## src/rtl/relocsel_pkg.sv

```systemverilog
package relocsel_pkg;

  typedef enum logic [1:0] {
    GEN_LEGACY = 2'd0,
    GEN_MID_A  = 2'd1,
    GEN_MID_B  = 2'd2,
    GEN_NEW    = 2'd3
  } gen_e;

  typedef enum logic [1:0] {
    CLS_ORDINARY   = 2'd0,
    CLS_SYS_RESET  = 2'd1,
    CLS_MACH_CHECK = 2'd2,
    CLS_HYP_MAINT  = 2'd3
  } cls_e;

  localparam int LEVEL_W = 2;

  // Control-to-datapath strobes
  typedef struct packed {
    logic               capture;
    logic               sysCall;
    logic [LEVEL_W-1:0] level;
  } strobe_t;

  localparam logic [63:0] OFS_ORD_L2   = 64'h0000_0000_0001_8000;
  localparam logic [63:0] OFS_ORD_L3   = 64'hC000_0000_0000_4000;
  localparam logic [63:0] OFS_SC_L3    = 64'hC000_0000_0000_3000;
  localparam logic [63:0] OFS_SC_OTHER = 64'h0000_0000_0001_7000;

endpackage

```

## src/rtl/relocsel_ctrl.sv

```systemverilog
module relocsel_ctrl
  import relocsel_pkg::*;
(
  input  logic               reqValid,
  input  logic [1:0]         genSel,
  input  logic [1:0]         excClass,
  input  logic               curInstXlate,
  input  logic               curDataXlate,
  input  logic               curHyp,
  input  logic               newHyp,
  input  logic [LEVEL_W-1:0] relocField,
  input  logic               hypRelocEn,
  input  logic               radixGuest,
  input  logic               sysCallVec,
  output strobe_t            strobes
);

  localparam logic [LEVEL_W-1:0] LVL_ZERO = '0;
  localparam logic [LEVEL_W-1:0] LVL_MAX  = '1;
  localparam logic [LEVEL_W-1:0] LVL_RSVD = LEVEL_W'(2);

  gen_e               gen;
  cls_e               cls;
  logic               xlateBoth;
  logic               hypEntry;
  logic               hypKept;
  logic [LEVEL_W-1:0] guestLvl;
  logic [LEVEL_W-1:0] hypLvl;
  logic [LEVEL_W-1:0] newGuestBase;

  assign gen       = gen_e'(genSel);
  assign cls       = cls_e'(excClass);
  assign xlateBoth = curInstXlate & curDataXlate;
  assign hypEntry  = newHyp & ~curHyp;
  assign hypKept   = (newHyp == curHyp);
  assign newGuestBase = (relocField == LVL_RSVD) ? LVL_ZERO : relocField;

  always_comb begin
    guestLvl = LVL_ZERO;
    hypLvl   = LVL_ZERO;
    unique case (gen)
      GEN_LEGACY: begin
        guestLvl = LVL_ZERO;
        hypLvl   = LVL_ZERO;
      end
      GEN_MID_A, GEN_MID_B: begin
        guestLvl = relocField;
        hypLvl   = relocField;
        if (!xlateBoth) begin
          guestLvl = LVL_ZERO;
          hypLvl   = LVL_ZERO;
        end else if (hypEntry && !radixGuest) begin
          hypLvl = LVL_ZERO;
        end
      end
      GEN_NEW: begin
        guestLvl = newGuestBase;
        hypLvl   = hypRelocEn ? LVL_MAX : LVL_ZERO;
        if (hypKept && !xlateBoth) begin
          guestLvl = LVL_ZERO;
          hypLvl   = LVL_ZERO;
        end
      end
      default: begin
        guestLvl = LVL_ZERO;
        hypLvl   = LVL_ZERO;
      end
    endcase
    if (cls != CLS_ORDINARY) begin
      guestLvl = LVL_ZERO;
      hypLvl   = LVL_ZERO;
    end
  end

  always_comb begin
    strobes.capture = reqValid;
    strobes.sysCall = sysCallVec;
    strobes.level   = newHyp ? hypLvl : guestLvl;
  end

  // Real-mode classes never relocate
  always_comb begin
    if (reqValid && cls != CLS_ORDINARY)
      AST_REALMODE_CLASS: assert (strobes.level == LVL_ZERO);
  end

  // Oldest generation never relocates
  always_comb begin
    if (reqValid && gen == GEN_LEGACY)
      AST_LEGACY_ZERO: assert (strobes.level == LVL_ZERO);
  end

endmodule

```

## src/rtl/relocsel_dp.sv

```systemverilog
module relocsel_dp
  import relocsel_pkg::*;
#(
  parameter int VEC_W = 64
) (
  input  logic               clk,
  input  logic               rstN,
  input  strobe_t            strobes,
  input  logic [VEC_W-1:0]   baseVector,
  output logic               outValid,
  output logic [LEVEL_W-1:0] outLevel,
  output logic [VEC_W-1:0]   outVector,
  output logic               outXlateOn
);

  localparam logic [VEC_W-1:0] OrdL2   = VEC_W'(OFS_ORD_L2);
  localparam logic [VEC_W-1:0] OrdL3   = VEC_W'(OFS_ORD_L3);
  localparam logic [VEC_W-1:0] ScL3    = VEC_W'(OFS_SC_L3);
  localparam logic [VEC_W-1:0] ScOther = VEC_W'(OFS_SC_OTHER);
  localparam logic [LEVEL_W-1:0] LvlTop = '1;

  logic [VEC_W-1:0] offset;
  logic [VEC_W-1:0] nextVector;
  logic             nextXlate;

  always_comb begin
    offset = '0;
    if (strobes.sysCall) begin
      offset = (strobes.level == LvlTop) ? ScL3 : ScOther;
    end else begin
      unique case (strobes.level)
        2'd2:    offset = OrdL2;
        2'd3:    offset = OrdL3;
        default: offset = '0;
      endcase
    end
  end

  assign nextVector = baseVector | offset;
  assign nextXlate  = |strobes.level;

  always_ff @(posedge clk) begin
    if (!rstN) begin
      outValid   <= 1'b0;
      outLevel   <= '0;
      outVector  <= '0;
      outXlateOn <= 1'b0;
    end else begin
      outValid <= strobes.capture;
      if (strobes.capture) begin
        outLevel   <= strobes.level;
        outVector  <= nextVector;
        outXlateOn <= nextXlate;
      end
    end
  end

  AST_HOLD_IDLE: assert property (@(posedge clk) disable iff (!rstN)
    !strobes.capture |=> $stable(outVector) && $stable(outLevel));

  AST_VEC_KEEPS_BASE: assert property (@(posedge clk) disable iff (!rstN)
    strobes.capture |=> ((outVector & $past(baseVector)) == $past(baseVector)));

endmodule

```

## src/rtl/relocsel_top.sv

```systemverilog
module relocsel_top
  import relocsel_pkg::*;
#(
  parameter int VEC_W = 64
) (
  input  logic             clk,
  input  logic             rstN,
  input  logic             reqValid,
  input  logic [1:0]       genSel,
  input  logic [1:0]       excClass,
  input  logic             curInstXlate,
  input  logic             curDataXlate,
  input  logic             curHyp,
  input  logic             newHyp,
  input  logic [1:0]       relocField,
  input  logic             hypRelocEn,
  input  logic             radixGuest,
  input  logic [VEC_W-1:0] baseVector,
  input  logic             sysCallVec,
  output logic             outValid,
  output logic [1:0]       outLevel,
  output logic [VEC_W-1:0] outVector,
  output logic             outXlateOn
);

  strobe_t strobes;

  relocsel_ctrl i_ctrl (
    .reqValid     (reqValid),
    .genSel       (genSel),
    .excClass     (excClass),
    .curInstXlate (curInstXlate),
    .curDataXlate (curDataXlate),
    .curHyp       (curHyp),
    .newHyp       (newHyp),
    .relocField   (relocField),
    .hypRelocEn   (hypRelocEn),
    .radixGuest   (radixGuest),
    .sysCallVec   (sysCallVec),
    .strobes      (strobes)
  );

  relocsel_dp #(.VEC_W(VEC_W)) i_dp (
    .clk        (clk),
    .rstN       (rstN),
    .strobes    (strobes),
    .baseVector (baseVector),
    .outValid   (outValid),
    .outLevel   (outLevel),
    .outVector  (outVector),
    .outXlateOn (outXlateOn)
  );

  AST_VALID_FOLLOWS_REQ: assert property (@(posedge clk) disable iff (!rstN)
    reqValid |=> outValid);

  AST_NO_SPURIOUS_VALID: assert property (@(posedge clk) disable iff (!rstN)
    !reqValid |=> !outValid);

  AST_MID_XLATE_OFF: assert property (@(posedge clk) disable iff (!rstN)
    (reqValid && (genSel == 2'd1 || genSel == 2'd2) && !(curInstXlate && curDataXlate))
      |=> (outLevel == 2'd0));

  AST_NEW_HYP_ENTRY: assert property (@(posedge clk) disable iff (!rstN)
    (reqValid && genSel == 2'd3 && excClass == 2'd0 && !curHyp && newHyp)
      |=> (outLevel == ($past(hypRelocEn) ? 2'd3 : 2'd0)));

  AST_XLATE_FLAG: assert property (@(posedge clk) disable iff (!rstN)
    outValid |-> (outXlateOn == (outLevel != 2'd0)));

endmodule

```

## config.mk

```make
export PLATFORM = sky130hd
export DESIGN_NAME = relocsel_top
export DESIGN_NICKNAME = d
export VERILOG_FILES = /design/src/rtl/relocsel_pkg.sv /design/src/rtl/relocsel_ctrl.sv /design/src/rtl/relocsel_dp.sv /design/src/rtl/relocsel_top.sv
export SDC_FILE = /design/constraint.sdc
export NUM_CORES = 1
export LEC_CHECK = 0
export BUFFER_PORTS_ARGS = -buffer_cell sky130_fd_sc_hd__clkbuf_2
export CAP_MARGIN = 10
export CORE_ASPECT_RATIO = 1.1
export CORE_MARGIN = 2
export CORE_UTILIZATION = 40
export CTS_CLUSTER_DIAMETER = 60
export CTS_CLUSTER_SIZE = 14
export DETAILED_ROUTE_END_ITERATION = 7
export HOLD_SLACK_MARGIN = 0.06
export MAX_ROUTING_LAYER = met4
export PLACE_DENSITY = 0.75
export SLEW_MARGIN = 20
export SYNTH_ARGS = -nofsm -noshare
export SYNTH_HDL_FRONTEND = slang
export SYNTH_SLANG_ARGS = --single-unit
```

## constraint.sdc

```tcl
create_clock -name clk -period 1.3 [get_ports clk]
set_input_delay 0.065 -clock clk [delete_from_list [all_inputs] [get_ports clk]]
set_output_delay 0.065 -clock clk [all_outputs]
set_load 0.1 [all_outputs]
```

==> summary.txt, run 1 <==
Flow run
  – Max Cap Violations: 0

Min path
  – HP Class: in -> reg
  – Worst Hold Depth: 3
  – Min-Delay Endpoint: i_dp.outVector[13]$_SDFFE_PN0P_
  – Hold path startpoint: sysCallVec

Worst setup path
  – Req. time, crit path: 1.54 ns
  – Worst Path Arrival: 1.52 ns
  – Setup crit end kind: register
  – CP Class: in -> reg
  – R2R cell count: 2
  – R2r startpoint: i_dp.outVector[14]$_SDFFE_PN0P_
  – CP Launch Type: input port
  – CP max FO: 6
  – FF-to-FF End: i_dp.outVector[14]$_SDFFE_PN0P_
  – Internal reg-to-reg setup slack: 0.60 ns

Routing
  – Post-route ant nets: 0
  – Residual DRC: 0
  – Vias: 2,593
  – DRT iter0 DRCs: 57
  – Pre-Repair DR Iteration Count: 4
  – Drt wl/cell: 13.5 um
  – Vias per Instance: 4.65
  – Post-Route WL: 7.55 mm

Synthesis
  – Post-Syn Nets: 341
  – Synth Register Bits: 68
  – Ys flop type: dfxtp_1
  – Syn_area_per_cell: 10.8 um^2
  – Ys async rst share: 0%
  – Most numerous cell in the Yosys netlist: dfxtp_1
  – Yosys warning total: 0
  – Cell Area, Synth: 0.00278 mm^2
  – Top post-synthesis cells by count: dfxtp_1 (68), mux2i_1 (59), nor2b_1 (59)
  – Post-synthesis sequential area ratio: 49.0%
  – Distinct cells, synth: 32
  – Yosys top cell by area: dfxtp_1
  – Number of enable flip-flop cells after synthesis: 0
  – Syn Inst Count: 258
  – Share of the synthesized area in the top cell type: 49.0%
  – Synth top area cells: dfxtp_1 (49%), mux2i_1 (21%), nor2b_1 (13%)

Clock network
  – CTS root buffer: clkbuf_8
  – Post-CTS setup buffers: 0
  – TritonCTS Buffers: 9
  – CTS tree: yes
  – Clock transition at path regs: 0.08 ns
  – Post-CTS sizing: 0
  – Clock Latency Late Sink: 0.33 ns
  – Maximum clock path buffer count: 2
  – Cts hold-fix bufs: 63
  – CTS Sinks: 68
  – H-tree depth: 3

Floorplanning
  – Initial Util: 41.6%
  – FP Rows: 31
  – Die height: 91.4 um
  – Ports: 148
  – Die width: 83.4 um
  – Die area: 0.00762 mm^2
  – Core Region: 0.00667 mm^2

Timing
  – Tmin final: 1.28 ns
  – Fin crit share: 98.4%
  – Final hold vios: 0
  – Clock skew: 0 ns
  – Hold_ws: 0.0848 ns
  – Endpoints failing setup: 0
  – RSZ-0062 raised after global routing: no
  – Slew HR: 62.6%
  – Final number of max-transition violations: 0
  – Peak Freq: 782 MHz
  – Worst-margin pin slew: 0.563 ns
  – Post-route setup slack: 0.0213 ns

Global route
  – Pin count of the biggest net entering global routing: 32
  – Vias in the first global route: 2,650
  – Met1 Use GR: 21.9%
  – Total grt overflow: 0
  – Met3 usage: 4.64%
  – Global-route met2 utilization: 36.5%
  – First-pass GRT wire length: 12.2 mm
  – Gr busiest metal: met2
  – Initial antenna violation count: 0
  – Gr usage total: 20.4%

Finish
  – Synth-to-Final Area Change: 64.0%
  – Fillers: 511
  – Nets@finish: 554
  – Multi-input gate area: 0.00136 mm^2
  – FF+latch area: 0.00136 mm^2
  – Non-filler instance count after layout: 558
  – Share of layout cells above drive strength 1: 39.5%
  – # diodes: 0

Power
  – Final Total Pwr: 0.00591 W
  – P per Cell Area: 1300 mW/mm^2
  – Maximum vdd drop: 902 uV
  – P_leak: 2.23 nW

Status
  – Outcome: finished clean

Placement
  – Post-DP HPWL: 4.73 mm
  – Cells after DPL: 479
  – GP Congestion: 0.825
  – Port Buffer Count: 147
  – Placement Setup Slack: -0.319 ns
-- where the power goes --
part           leakage [nW]  internal, W  switching, W
sequential            0.562      0.00221     0.0000653
clock                 0.113      0.00113      0.000809
combinational          1.56     0.000492       0.00121
total                  2.23      0.00383       0.00208
-- registers in the layout (all words and copies together) (netlist names) --
signal and count:
i_dp.outValid 1, i_dp.outXlateOn 1, i_dp.outVector 64, i_dp.outLevel 2
-- cells by family after synthesis --
family                   count (synthesis)  share of synthesized area (%)
AO/OA/AOI/OAI                           24                           6.98
adder cells (fa/ha/maj)                  3                           1.35
buffers and inverters                   25                           3.65
flip-flops                              68                           49.0
multiplexers                            59                           21.3
AND/OR/NAND/NOR                         79                           17.7
-- placed cells by master (no fill, tap or decap), types with 2 or more instances in the layout --
cell type / netlist / final
clkinv_2: 0 / 2
buf_12: 0 / 2
dfxtp_1: 68 / 66
inv_1: 9 / 6
nand2_1: 4 / 4
a21oi_1: 2 / 2
nor2_1: 4 / 4
o21ai_0: 7 / 7
bufinv_16: 0 / 2
dlygate4sd3_1: 0 / 63
a31oi_1: 4 / 4
and2_1: 3 / 3
mux2i_1: 59 / 59
ha_4: 0 / 2
inv_2: 0 / 2
clkbuf_8: 0 / 10
clkbuf_2: 0 / 144
dfxtp_2: 0 / 2
buf_4: 0 / 9
nand3b_1: 2 / 2
nor2b_1: 59 / 58
-- worst max-delay path by stage --
stage | start | to | slack, ns | depth (start not counted)
finish | curHyp | i_dp.outVector[14]$_SDFFE_PN0P_ | 0.02 | 8
global route | curHyp | i_dp.outVector[14]$_SDFFE_PN0P_ | 0.005 | 8
CTS | curHyp | i_dp.outVector[14]$_SDFFE_PN0P_ | 0.02 | 8
detailed placement | curHyp | i_dp.outVector[14]$_SDFFE_PN0P_ | -0.32 | 8
global placement | curHyp | i_dp.outVector[14]$_SDFFE_PN0P_ | -0.25 | 8
floorplan | curHyp | i_dp.outVector[14]$_SDFFE_PN0P_ | -0.02 | 7
-- cell type report --
| type | instances | share of cell area (%) |
|---|---|---|
| Sequential cell | 68 | 30.0 |
| Clock buffer | 10 | 3.02 |
| Clock inverter | 6 | 1.90 |
| Timing Repair Buffer | 218 | 32.0 |
| Inverter | 9 | 0.907 |
| Multi-Input combinational cell | 165 | 29.9 |
| Tap cell | 82 | 2.25 |
-- critical path, cell delays in order --
cell and delay [ns]:
clkbuf_2 0.14, inv_8 0.04, ha_4 0.25, a21bo_4 0.24, a32o_2 0.24, a21oi_4 0.22
nor4bb_2 0.09, a221oi_2 0.25
-- per-layer routing --
layer | share of wire (%) | wire length, um | vias to the layer above
met5 | 0 | 0 | -
met4 | 1.8 | 138 | 0
met3 | 6.1 | 458 | 13
met2 | 52 | 3890 | 105
met1 | 40 | 3060 | 1175
li1 | - | - | 1300
-- per-stage QoR --
step | area, um^2 | utilization, % | TNS, ns
finish | 4550 | 68.2 | 0
global route | 4550 | 68.2 | 0
detailed placement | 3700 | 55.4 | -2.03
global placement | 3700 | 55.4 | -1.60
CTS | 4550 | 68.2 | 0
floorplan | 2840 | - | -0.0495
Note: power is estimated with default switching activity, not from simulation.
==> run 2: changes to the inputs <==
Settings changed: CORE_ASPECT_RATIO 1.1 to unset.
==> summary.txt, run 2 (synthesized netlist as in run 1, its figures left out) <==
Status
  – Outcome: finished clean

Global route
  – Vias in the first global route: 2,621 (-1.1%)
  – Pin count of the biggest net entering global routing: 29 (-9.4%)
  – Gr usage total: 20.5% (+0.047 points)
  – Initial antenna violation count: 0 (unchanged)
  – Total grt overflow: 0 (unchanged)
  – First-pass GRT wire length: 11.9 mm (-2.5%)

Timing
  – RSZ-0062 raised after global routing: yes
  – Fin crit share: 95.1% (-3.3 points)
  – Clock skew: 0 ns (unchanged)
  – Tmin final: 1.24 ns (-0.0429 ns)
  – Peak Freq: 809 MHz (+3.5%)
  – Slew HR: 62.3% (-0.32 points)
  – Worst-margin pin slew: 0.568 ns (+0.00485 ns)
  – Endpoints failing setup: 0 (unchanged)
  – Final hold vios: 0 (unchanged)
  – Hold_ws: 0.0996 ns (+0.0148 ns)
  – Final number of max-transition violations: 0 (unchanged)

Worst setup path
  – CP Class: in -> reg
  – Worst Path Arrival: 1.44 ns (-0.08 ns)
  – CP max stage cell: ha_4
  – CP Launch Type: input port
  – Buf/Inv on CP: 2 (unchanged)
  – Req. time, crit path: 1.50 ns (-0.04 ns)
  – CP max FO: 6 (unchanged)
  – CP top delay family: compound AO/OA/AOI/OAI gates
  – Cell Chain, Critical Path: clkbuf_2, inv_8, ha_4, a21bo_4, a32o_2, a21oi_4, nand2b_4, a31oi_1
  – Setup crit end kind: register
  – Max incr delay on CP: 0.24 ns (about the same)

Min path
  – HP Class: in -> reg

Floorplanning
  – Die area: 0.00762 mm^2 (about the same)
  – Core Region: 0.00676 mm^2 (+1.3%)
  – Ports: 148 (unchanged)
  – FP Rows: 30 (-3.2%)
  – Die width: 87.3 um (+4.6%)
  – Die height: 87.3 um (-4.5%)
  – Initial Util: 41.1% (-0.52 points)

Placement
  – Port Buffer Count: 147 (unchanged)
  – GP Congestion: 0.882 (+7.0%)
  – Post-DP HPWL: 4.76 mm (+0.54%)
  – Area after DPL: 0.00372 mm^2 (+0.47%)

Clock network
  – CTS Sinks: 68 (unchanged)
  – CTS tree: yes
  – Clock Latency Late Sink: 0.33 ns (about the same)
  – Clock transition at path regs: 0.07 ns (about the same)
  – Maximum clock path buffer count: 2 (unchanged)
  – H-tree depth: 3 (unchanged)
  – TritonCTS Buffers: 9 (unchanged)
  – CTS root buffer: clkbuf_8

Power
  – P_leak: 2.23 nW (about the same)
  – Final Total Pwr: 0.00573 W (-3.0%)
  – P per Cell Area: 1260 mW/mm^2 (-3.0%)
  – Maximum vdd drop: 779 uV (-14%)

Finish
  – Nets@finish: 555 (+0.18%)
  – Largest regs: i_dp.outVector (64), i_dp.outLevel (2)
  – Most common cell after layout, fill and taps aside: clkbuf_2
  – Largest Register: i_dp.outVector
  – Max FFs per register: 64 (unchanged)
  – Post-route cell area: 0.00455 mm^2 (about the same)
  – Share of layout cells above drive strength 1: 39.4% (-0.083 points)
  – Fin util: 67.3% (-0.91 points)
  – # diodes: 0 (unchanged)
  – Commonest non-fill, non-tap cells in the layout: clkbuf_2 (144), dfxtp_1 (66), dlygate4sd3_1 (63), mux2i_1 (59), nor2b_1 (58)
  – Synth-to-Final Area Change: 63.9% (about the same)

Routing
  – Post-route ant nets: 0 (unchanged)
  – Vias: 2,596 (+0.12%)
  – Vias per Instance: 4.66 (+0.30%)
  – Pre-Repair DR Iteration Count: 4 (unchanged)
  – Drt wl/cell: 13.4 um (-0.90%)
  – Post-Route WL: 7.47 mm (-1.1%)
  – DRT iter0 DRCs: 65 (+14%)
  – Residual DRC: 0 (unchanged)

Flow run
  – Max Cap Violations: 0 (unchanged)
==> run 2: cell types whose count changed in the layout (fill, tap and decap cells not counted), sizes merged <==
cell    before  now
buf         11   12
bufinv       2    1
clkbuf     154  156
inv         10    9
==> run 2: worst reg2reg max path, cell delays in order (launching register included) <==
cell,delay [ns]
dfxtp_2,0.32
inv_1,0.04
o22ai_1,0.06
and2_1,0.16
==> run 2: final timing paths <==
path                                                     start                               to  slack [ns]  cells past startpoint
worst max-delay path                                    curHyp  i_dp.outVector[62]$_SDFFE_PN0P_        0.06                      8
worst min-delay path                                sysCallVec  i_dp.outVector[13]$_SDFFE_PN0P_         0.1                      3
worst max register to register   i_dp.outLevel[0]$_SDFFE_PN0P_    i_dp.outLevel[0]$_SDFFE_PN0P_        0.61                      3
worst min register to register  i_dp.outVector[8]$_SDFFE_PN0P_   i_dp.outVector[8]$_SDFFE_PN0P_        0.52                      2
==> run 2: through the flow <==
step | worst slack, ns | instances | setup TNS [ns]
after global routing | -0.00652 | 557 | -0.00652
after detailed placement | -0.289 | 478 | -1.93
after CTS | 0.0502 | 557 | 0
after global placement | -0.238 | 478 | -1.55
final | 0.0643 | 557 | 0
after floorplan | -0.0240 | 258 | -0.0495
==> run 2: what timing repair did <==
action,CTS,global route
hold buffers,63,0
endpoints found under the setup margin,0,1
setup buffers,0,0
endpoints found under the hold margin,63,0
resized for setup,0,0
==> run 2: area by class of cell <==
| class | instances | area (um^2) |
|---|---|---|
| fill | 515 | 2210 |
| timing repair buffer | 219 | 1480 |
| sequential | 68 | 1360 |
| multi-input combinational | 165 | 1360 |
| clock buffer | 12 | 155 |
| tap | 80 | 100 |
| clock inverter | 4 | 47.5 |
| inverter | 9 | 41.3 |
==> run 2: power by group <==
| part | total (W) | internal [W] | switching, W |
|---|---|---|---|
| logic | 0.00170 | 0.000497 | 0.00121 |
| registers | 0.00227 | 0.00221 | 0.0000649 |
| clock network | 0.00176 | 0.000986 | 0.000773 |
| total | 0.00573 | 0.00369 | 0.00205 |
==> run 2: layer usage <==
layer	routed length (um)	part of all wire [%]	vias to the layer above	GRT usage (%)
met5	0	0	-	-
met4	64	0.86	0	7.69
met3	539	7.2	8	5.12
met2	3710	50	111	34.7
met1	3160	42	1173	23.2
li1	-	-	1304	-
==> run 3: changes to the inputs <==
Settings changed: GPL_TIMING_DRIVEN set to 0.
==> summary.txt, run 3 (synthesized netlist as in run 1, its figures left out) <==
Worst setup path
  – Setup crit end kind: register
  – Req. time, crit path: 1.55 ns (+0.05 ns)
  – CP Launch Type: input port
  – Worst Setup SP: curHyp
  – Max incr delay on CP: 0.24 ns (about the same)
  – CP max FO: 6 (unchanged)
  – CP Class: in -> reg
  – Cell Chain, Critical Path: clkbuf_2, inv_8, ha_4, a21bo_4, a32o_2, a21oi_4, nor4bb_2, a221oi_2
  – R2R cell count: 3 (unchanged)
  – CP max stage cell: ha_4
  – Worst Path Arrival: 1.50 ns (+0.06 ns)
  – R2r startpoint: i_dp.outLevel[0]$_SDFFE_PN0P_

Placement
  – Cells after DPL: 484 (+1.3%)
  – GP Congestion: 0.785 (-11%)
  – Post-DP HPWL: 4.94 mm (+3.9%)
  – Port Buffer Count: 146 (-0.68%)
  – Area after DPL: 0.00367 mm^2 (-1.3%)

Timing
  – Final number of max-transition violations: 0 (unchanged)
  – Setup TNS: 0 ns (unchanged)
  – Worst-margin pin slew: 0.561 ns (-0.00649 ns)
  – Clock skew: 0 ns (unchanged)
  – RSZ-0062 raised after global routing: yes
  – Final hold vios: 0 (unchanged)
  – Endpoints failing setup: 0 (unchanged)
  – Fin crit share: 96.2% (+1.1 points)
  – Tmin final: 1.25 ns (+0.0147 ns)
  – Slew HR: 62.7% (+0.43 points)
  – Peak Freq: 800 MHz (-1.2%)

Power
  – Psw: 0.00212 W (+3.5%)
  – Combinational share of power: 30.7% (+1.0 points)
  – Net Sw Frac: 38.5% (+2.8 points)
  – Clock share of power: 28.0% (-2.7 points)
  – Maximum vdd drop: 714 uV (-8.4%)
  – P_leak: 2.19 nW (-1.9%)
  – Final Total Pwr: 0.00550 W (-4.1%)
  – Sequential power share: 41.3% (+1.7 points)
  – P per Cell Area: 1220 mW/mm^2 (-2.9%)
  – Pint: 0.00338 W (-8.3%)

Global route
  – Gr usage total: 20.4% (about the same)
  – Vias in the first global route: 2,692 (+2.7%)
  – First-pass GRT wire length: 12.0 mm (+0.82%)
  – Initial antenna violation count: 0 (unchanged)
  – Total grt overflow: 0 (unchanged)
  – Pin count of the biggest net entering global routing: 14 (-52%)

Clock network
  – Post-CTS sizing: 0 (unchanged)
  – Clock Latency Late Sink: 0.33 ns (about the same)
  – Clock transition at path regs: 0.08 ns (about the same)
  – CTS root buffer: clkbuf_8
  – TritonCTS Buffers: 9 (unchanged)
  – H-tree depth: 3 (unchanged)
  – CTS tree: yes
  – CTS Sinks: 68 (unchanged)
  – Maximum clock path buffer count: 2 (unchanged)

Finish
  – Fillers: 525 (+1.9%)
  – Fin util: 66.5% (-0.83 points)
  – Post-route cell area: 0.00449 mm^2 (-1.2%)
  – Non-filler instance count after layout: 565 (+1.4%)
  – Nets@finish: 563 (+1.4%)
  – Commonest non-fill, non-tap cells in the layout: clkbuf_2 (146), dfxtp_1 (66), dlygate4sd3_1 (65), mux2i_1 (59), nor2b_1 (58)
  – Most common cell after layout, fill and taps aside: clkbuf_2
  – Largest Register: i_dp.outVector
  – # diodes: 0 (unchanged)
  – Synth-to-Final Area Change: 61.8%
  – Largest regs: i_dp.outVector (64), i_dp.outLevel (2)
  – Max FFs per register: 64 (unchanged)
  – Share of layout cells above drive strength 1: 38.1% (-1.3 points)

Routing
  – DRT iter0 DRCs: 55 (-15%)
  – Drt wl/cell: 13.4 um (+0.26%)
  – Post-route ant nets: 0 (unchanged)
  – Vias per Instance: 4.66 (about the same)
  – Residual DRC: 0 (unchanged)
  – Vias: 2,632 (+1.4%)
  – Post-Route WL: 7.59 mm (+1.7%)
  – Pre-Repair DR Iteration Count: 4 (unchanged)

Min path
  – Worst Hold Depth: 3 (unchanged)
  – Hold path startpoint: sysCallVec
  – HP Class: in -> reg

Floorplanning
  – Die width: 87.3 um (unchanged)
  – Die area: 0.00762 mm^2 (unchanged)
  – Core Region: 0.00676 mm^2 (unchanged)
  – Die height: 87.3 um (unchanged)
  – Ports: 148 (unchanged)
  – Initial Util: 41.1% (unchanged)
  – FP Rows: 30 (unchanged)

Status
  – Outcome: finished clean

Flow run
  – Max Cap Violations: 0 (unchanged)
run 3: changes by cell type in the layout (fill, tap and decap cells not counted), sizes merged:
cell,before,now
buf,12,7
bufinv,1,0
clkbuf,156,164
clkinvlp,1,4
dlygate4sd3,63,65
inv,9,10
run 3: power groups by stage:
stage | clock network [W] | registers (W) | logic, W
finish | 0.00154 | 0.00227 | 0.00169
global route | 0.00166 | 0.00228 | 0.00177
CTS | 0.00159 | 0.00227 | 0.00169
detailed placement | 0 | 0.00231 | 0.00153
global placement | 0 | 0.00231 | 0.00151
floorplan | 0 | 0.00319 | 0.000332
run 3: through the flow:
step / setup WS [ns] / hold WS, ns
final: 0.0495 / 0.0918
after global routing: -0.00790 / 0.121
after CTS: 0.0524 / 0.0720
after detailed placement: -0.294 / 0.315
after global placement: -0.271 / 0.307
after floorplan: -0.0240 / 0.211
run 3: path summary, 6_finish.rpt:
kind	endpoint	slack, ns
worst max register to register	i_dp.outLevel[0]$_SDFFE_PN0P_	0.61
worst min register to register	i_dp.outXlateOn$_SDFFE_PN0P_	0.50
worst min-delay path	i_dp.outVector[13]$_SDFFE_PN0P_	0.09
worst max-delay path	i_dp.outVector[14]$_SDFFE_PN0P_	0.05
run 3: worst max-delay path: cells and delay by family:
family          cells  cell delay [ns]
compound gates      4             0.93
buf+inv             2             0.17
fa+ha+maj           1             0.24
simple gates        1             0.09
run 3: cell type report:
class / count / area (um^2) / share of cell area (%)
multi-input cells: 165 / 1360 / 30.3
clock buffers: 9 / 124 / 2.76
repair buffers: 211 / 1380 / 30.7
clock inverters: 7 / 52.6 / 1.17
plain buffers: 16 / 67.6 / 1.50
flip-flops and latches: 68 / 1360 / 30.4
well taps: 80 / 100 / 2.23
inverters: 9 / 41.3 / 0.919
run 3: what timing repair did:
item	CTS	global route
endpoints found under the hold margin	65	0
setup buffers	0	0
endpoints found under the setup margin	0	1
hold buffers	65	0
run 3: layer usage:
metal / vias to the layer above / track usage [%] / share of wire [%]
met5: - / - / 0
met4: 0 / 6.57 / 1.3
met3: 12 / 5.50 / 6.3
met2: 101 / 36.6 / 51
met1: 1201 / 21.7 / 41
li1: 1318 / - / -
